--- src/rtl/rx_pkt_framer.sv ---
module rx_pkt_framer #(
  parameter int DEPTH    = 64,
  parameter int MAX_PRE  = 255,
  parameter int SYNC_MAX = 4,
  localparam int AW   = $clog2(DEPTH),
  localparam int PW   = $clog2(MAX_PRE + 1),
  localparam int SLW  = (SYNC_MAX > 1) ? $clog2(SYNC_MAX) : 1,
  localparam int SW   = SYNC_MAX * 8,
  localparam int LW   = $clog2(DEPTH + 1)
) (
  input  logic          clk,
  input  logic          rst_n,
  input  logic          bit_in,
  input  logic          bit_vld,
  input  logic          cfg_pre_en,
  input  logic [PW-1:0] cfg_pre_bytes,
  input  logic [SLW-1:0] cfg_sync_len,
  input  logic [SW-1:0] cfg_sync_word,
  input  logic          cfg_var_len,
  input  logic [LW-1:0] cfg_fix_len,
  input  logic          rd_en,
  output logic [7:0]    rd_data,
  output logic          fifo_empty,
  output logic [AW:0]   fifo_count,
  output logic          pkt_ok,
  output logic          pkt_crc_err,
  output logic          ovf_flag
);
  localparam int RUNW = $clog2(MAX_PRE * 8 + 1);
  localparam int SHW  = (SW > 16) ? SW : 16;
  localparam logic [15:0] POLY = 16'h8005;
  localparam logic [7:0] LEN_MAX = 8'(DEPTH);
  localparam logic [RUNW-1:0] RUN_TOP = '1;

  typedef enum logic [2:0] {
    S_PRE  = 3'd0,
    S_SYNC = 3'd1,
    S_LEN  = 3'd2,
    S_PAY  = 3'd3,
    S_CHK  = 3'd4
  } state_t;

  state_t          st;
  logic            last_bit;
  logic [RUNW-1:0] run;
  logic [SHW-1:0]  shreg;
  logic [SHW-1:0]  smask;
  logic [2:0]      bcnt;
  logic [6:0]      bsh;
  logic [3:0]      ccnt;
  logic [15:0]     crc;
  logic [LW-1:0]   remain;
  logic [7:0]      mem [DEPTH];
  logic [AW:0]     wp, rp;

  wire [SHW-1:0]  sh_nx     = {shreg[SHW-2:0], bit_in};
  wire [7:0]      byte_nx   = {bsh, bit_in};
  wire            byte_done = bit_vld && (bcnt == 3'd7);
  wire [RUNW-1:0] run_nx    = (bit_in != last_bit) ?
                              ((run == RUN_TOP) ? run : run + RUNW'(1)) : RUNW'(1);
  wire            pre_hit   = run_nx >= (RUNW'(cfg_pre_bytes) << 3);
  wire            sync_hit  = ((sh_nx ^ SHW'(cfg_sync_word)) & smask) == '0;
  wire [15:0]     crc_nx    = {crc[14:0], 1'b0} ^ ((crc[15] ^ bit_in) ? POLY : 16'h0000);
  wire            len_bad   = (byte_nx == 8'd0) || (byte_nx > LEN_MAX);
  wire            wr_req    = (st == S_PAY) && byte_done;
  wire            full      = fifo_count == (AW+1)'(DEPTH);
  wire            fifo_we   = wr_req && !full;

  assign fifo_count = wp - rp;
  assign fifo_empty = wp == rp;
  assign rd_data    = mem[rp[AW-1:0]];

  always_comb begin
    smask = '0;
    for (int i = 0; i < SYNC_MAX; i++)
      smask[i*8 +: 8] = (SLW'(i) <= cfg_sync_len) ? 8'hFF : 8'h00;
  end

  always_ff @(posedge clk) begin
    if (!rst_n) begin
      st          <= S_PRE;
      last_bit    <= 1'b1;
      run         <= '0;
      shreg       <= '0;
      bcnt        <= '0;
      bsh         <= '0;
      ccnt        <= '0;
      crc         <= '1;
      remain      <= '0;
      pkt_ok      <= 1'b0;
      pkt_crc_err <= 1'b0;
    end else begin
      pkt_ok      <= 1'b0;
      pkt_crc_err <= 1'b0;
      if (bit_vld) begin
        shreg    <= sh_nx;
        last_bit <= bit_in;
      end
      case (st)
        S_PRE: begin
          if (!cfg_pre_en) st <= S_SYNC;
          else if (bit_vld) begin
            run <= run_nx;
            if (pre_hit) st <= S_SYNC;
          end
        end
        S_SYNC: begin
          if (bit_vld && sync_hit) begin
            st     <= cfg_var_len ? S_LEN : S_PAY;
            bcnt   <= '0;
            ccnt   <= '0;
            crc    <= '1;
            remain <= cfg_fix_len;
          end
        end
        S_LEN, S_PAY: begin
          if (bit_vld) begin
            crc  <= crc_nx;
            bcnt <= bcnt + 3'd1;
            bsh  <= byte_nx[6:0];
            if (byte_done) begin
              if (st == S_LEN) begin
                if (len_bad) begin
                  st  <= S_PRE;
                  run <= '0;
                end else begin
                  remain <= LW'(byte_nx);
                  st     <= S_PAY;
                end
              end else begin
                remain <= remain - LW'(1);
                if (remain == LW'(1)) st <= S_CHK;
              end
            end
          end
        end
        S_CHK: begin
          if (bit_vld) begin
            ccnt <= ccnt + 4'd1;
            if (ccnt == 4'd15) begin
              pkt_ok      <= sh_nx[15:0] == crc;
              pkt_crc_err <= sh_nx[15:0] != crc;
              st          <= S_PRE;
              run         <= '0;
            end
          end
        end
        default: st <= S_PRE;
      endcase
    end
  end

  always_ff @(posedge clk) begin
    if (!rst_n) begin
      wp       <= '0;
      rp       <= '0;
      ovf_flag <= 1'b0;
    end else begin
      if (fifo_we) wp <= wp + (AW+1)'(1);
      if (rd_en && !fifo_empty) rp <= rp + (AW+1)'(1);
      if (wr_req && full) ovf_flag <= 1'b1;
    end
  end

  always_ff @(posedge clk) begin
    if (fifo_we) mem[wp[AW-1:0]] <= byte_nx;
  end
endmodule

--- config.mk ---
export PLATFORM = sky130hd
export DESIGN_NAME = rx_pkt_framer
export DESIGN_NICKNAME = d
export VERILOG_FILES = /design/src/rtl/rx_pkt_framer.sv
export SDC_FILE = /design/constraint.sdc
export NUM_CORES = 1
export LEC_CHECK = 0
export BUFFER_PORTS_ARGS = -buffer_cell sky130_fd_sc_hd__clkbuf_2
export CAP_MARGIN = 10
export CELL_PAD_IN_SITES_DETAIL_PLACEMENT = 1
export CELL_PAD_IN_SITES_GLOBAL_PLACEMENT = 1
export CORE_MARGIN = 3
export CORE_UTILIZATION = 35
export DETAILED_ROUTE_END_ITERATION = 8
export HOLD_SLACK_MARGIN = 0.05
export PLACE_DENSITY_LB_ADDON = 0.1
export SLEW_MARGIN = 20
export SYNTH_ARGS = -nofsm -noshare
export SYNTH_HDL_FRONTEND = slang
export SYNTH_SLANG_ARGS = --single-unit
--- constraint.sdc ---
create_clock -name clk -period 4.1 [get_ports clk]
set_input_delay 0.615 -clock clk [delete_from_list [all_inputs] [get_ports clk]]
set_output_delay 0.615 -clock clk [all_outputs]
set_load 0.05 [all_outputs]
==> Flow_metrics.wiki <==
{| class="wikitable"
! Metric !! Value
|-
| Result of the run || finished clean
|-
| Setup crit end kind || flop
|-
| Required time at the worst-slack endpoint || approximately 4.3 ns
|-
| Die area || ~76,000 um2
|-
| Leading cell type in the layout, fill and taps excluded || sky130_fd_sc_hd__edfxtp_1
|-
| Depth of the most critical reg-to-reg path || 11
|-
| Violation count after the first detailed-route iteration || 1,148
|-
| Most used cells in the layout excluding fill and tap cells || sky130_fd_sc_hd__edfxtp_1 (512), sky130_fd_sc_hd__mux4_2 (168), sky130_fd_sc_hd__nor2_1 (103)
|-
| Clock sink total || ~620
|-
| Mean routed wirelength per cell || roughly 26 um
|-
| Layout Skew || between 0.015 and 0.02 ns
|-
| Initial Util || roughly 36%
|-
| Pin count of the biggest net entering global routing || between 60 and 70
|-
| Worst slew pin tran || between 0.9 and 1 ns
|-
| Hold buffer count at cts || 0
|-
| Sequential element share of the synthesized area || between 60% and 70%
|-
| Final setup violation count || 0
|-
| CP Cell Sequence || inv_1 -> ha_1 -> fa_1 -> nor2b_1 -> o31a_1 -> or4_1 -> o311ai_1 -> a31o_2 -> or4_1 -> buf_4 -> nor2_1
|-
| Leakage component of the power || roughly 0.0091 uW
|-
| Routed via count divided by cell count || roughly 5.3
|-
| Library cell with the largest summed area after synthesis || sky130_fd_sc_hd__edfxtp_1
|-
| Post-Synthesis Cells || ~1,500
|-
| Final slew viol count || 0
|-
| Slew Limit Headroom || 37.3%
|-
| Total of flip-flops plus latches after synthesis || 618
|-
| Die H || between 200 and 300 um
|-
| Cell chosen for the clock root || sky130_fd_sc_hd__clkbuf_16
|-
| Power consumption || 13,200 uW
|-
| GRT Total Usage || around 18%
|-
| Fin Setup TNS || 0 ns
|-
| Clock network latency to the later pin of the worst-skew pair || just under 0.6 ns
|-
| Cell mode on critical path || sky130_fd_sc_hd__or4_1
|-
| Worst hold path stage count || 4
|-
| Setup slack of the critical path after layout || 0.132 ns
|-
| Boundary pin count || 75
|-
| Core region area || about 70,000 um2
|-
| Buffer depth of the longest clock path || 3
|-
| Top achievable clock speed || 252 MHz
|-
| Area overhead of the layout relative to synthesis || 15.8%
|-
| Share of the cycle needed by the critical path after routing || between 90% and 100%
|-
| Total length of routed wires || 67,800 um
|-
| Crit path arrival time || 4.19 ns
|-
| Post-synth net total || ~1,600
|-
| Most used flip-flop cell after synthesis || sky130_fd_sc_hd__edfxtp_1
|-
| Clock input transition at the sequential cells of the worst setup and hold paths || 0.06 ns
|-
| Synth unique cells || 61
|-
| HPWL after DPL || about 44,000 um
|-
| Critical path peak fanout || 11
|-
| First-pass GRT wire length || roughly 100,000 um
|-
| Placed inst area || 27,300 um2
|-
| Leading cell types by total area after synthesis || sky130_fd_sc_hd__edfxtp_1 (60%), sky130_fd_sc_hd__mux4_2 (15%), sky130_fd_sc_hd__dfxtp_1 (8.3%), sky130_fd_sc_hd__nor2_1 (2.1%), sky130_fd_sc_hd__mux2i_1 (1.4%)
|-
| Number of synthesized flops with an enable pin || around 500
|-
| Fraction of synthesis flops using an asynchronous set or reset pin || 0%
|-
| Setup repair after global routing missed its margin || yes
|-
| X dimension of the die || about 280 um
|-
| DR vias || ~14,000
|-
| Final Hold Viols || 0
|-
| Buffers on Ports || 74
|-
| Area share of the largest cell type after synthesis || 60.2%
|-
| DRC violation count after routing || 0
|-
| Crit Path Class || flop to flop
|-
| Worst IR drop on VDD || around 0.24 mV
|-
| Number of iterations in the first detailed-routing pass || 5
|-
| Critical path startpoint category || flop
|-
| Final critical-path required period || a little under 4 ns
|-
| Summed area of non-filler cells in the final layout || 29,600 um2
|-
| Worst setup timing slack at the placement stage || between 0.07 and 0.08 ns
|-
| Area taken by multi-input logic gates || roughly 7700 um2
|-
| Post-synthesis instance area || between 20,000 and 30,000 um2
|-
| Number of global-route vias before repair || 15,000
|-
| Number of inserted filler cells in the final layout || between 7,000 and 8,000
|-
| Synthesized area divided by synthesized cell count || between 15 and 20 um2
|-
| CTS tree || built
|-
| Cell area power density || ~450 nW/um2
|-
| Net count reported at finish || between 1,500 and 2,000
|-
| Register area || 17,500 um2
|-
| Hold/Removal Path Class || input port to flop
|-
| Number of levels in the clock H-tree || 3
|-
| Remaining global-route overflow || 0
|-
| Fraction of layout cells with a size suffix above 1 || roughly 28%
|-
| Row Count || between 90 and 100
|-
| Delay contributed by the slowest stage of the critical path || between 0.6 and 0.7 ns
|-
| Placer's final routability congestion estimate || about 0.8
|-
| Number of antenna violations at the first check in global routing || 3
|-
| DRT antenna net count || 0
|-
| Num CTS Buffers || between 60 and 70
|-
| Cell with the biggest individual delay on the critical path || sky130_fd_sc_hd__nor2_1
|-
| Synth warnings || 0
|-
| Max-capacitance violation count || 0
|}
## state kept, by name, summed over array words and instances, names as in the netlist, 3 cells and up, named ones only
signal  flops
bsh         7
mem       512
remain      7
st          3
ccnt        4
shreg      31
crc        16
run        11
rp          7
bcnt        3
wp          7
## layout make-up
cell class | count | area share [%]
inverter | 32 | 0.406
tap | 950 | 4.02
clock buffer | 91 | 6.46
multi-input combinational | 773 | 25.9
clock inverter | 28 | 0.786
antenna | 2 | 0.0169
timing repair buffer | 137 | 3.19
sequential | 618 | 59.2
## worst max-delay path, delay by kind of cell (launching register included)
| family | cells | cell delay [ns] |
|---|---|---|
| flip-flops | 1 | 0.47 |
| buffers and inverters | 2 | 0.43 |
| AND/OR/NAND/NOR | 4 | 1.36 |
| AO/OA/AOI/OAI | 3 | 0.67 |
| adder cells (fa/ha/maj) | 2 | 0.68 |
## report_power, final
group	switching [uW]	internal [uW]	total, uW	leakage (uW)
sequential	28.9	6750	6780	0.00532
clock	2470	3470	5940	0.00105
combinational	350	176	526	0.00275
total	2850	10400	13200	0.00911
## path summary, 6_finish.rpt
path	startpoint	end	slack, ns
worst max-delay path	wp[0]	mem[49][5]	0.13
worst min register to register	bcnt[1]	bcnt[1]	0.46
worst min-delay path	cfg_fix_len[0]	remain[0]	0.40
worst max register to register	wp[0]	mem[49][5]	0.13
## stage by stage
step	hold slack [ns]	util [%]	instances
after global routing	0.401	41.2	2629
after CTS	0.374	41.0	2629
final	0.403	41.2	2631
after detailed placement	0.455	38.0	2507
after floorplan	0.440	-	1508
after global placement	0.448	38.0	2507
## synthesized netlist by cell type (all sizes together) (4+ instances only)
master,instances
edfxtp,512
buf,41
o21a,4
nor3,16
nand3b,4
o31ai,10
clkbuf,44
nand2,56
nor2,143
a2111oi,4
and2,4
xor2,36
nor2b,9
nor4,10
nand4,22
o21ai,41
dfxtp,106
a211oi,7
nor3b,16
inv,32
nand3,29
ha,22
or3,5
mux4,168
a21oi,33
xnor2,39
mux2i,35
or4,12
and3,4
a21o,6
## logic make-up (layout without fill, tap and decap cells)
| family | Yosys count | after routing | share of synthesized area (%) |
|---|---|---|---|
| adders and majority gates | 23 | 23 | 1.16 |
| AOI/OAI and AO/OA | 129 | 129 | 3.22 |
| and+or+nand+nor | 342 | 342 | 6.42 |
| other | 0 | 2 | 0 |
| buffers and inverters | 117 | 288 | 1.93 |
| xor gates and xnor gates | 75 | 75 | 2.57 |
| muxes | 204 | 204 | 16.2 |
| DFF | 618 | 618 | 68.5 |
## layer usage
layer  vias up  track usage [%]  wire length (um)
li1       6196                -                 -
met1      7358             24.4             30500
met2       268             29.5             33200
met3        93             3.21              2670
met4         0             4.64              1460
met5         -                0                 0
## repair_timing
action / CTS / global route
resized for setup: 0 / 40
gates cloned: 0 / 0
buffers inserted: 3 / 0
setup endpoints to repair: 8 / 377
pin swaps: 0 / 1
Note: power is estimated with default switching activity, not from simulation.
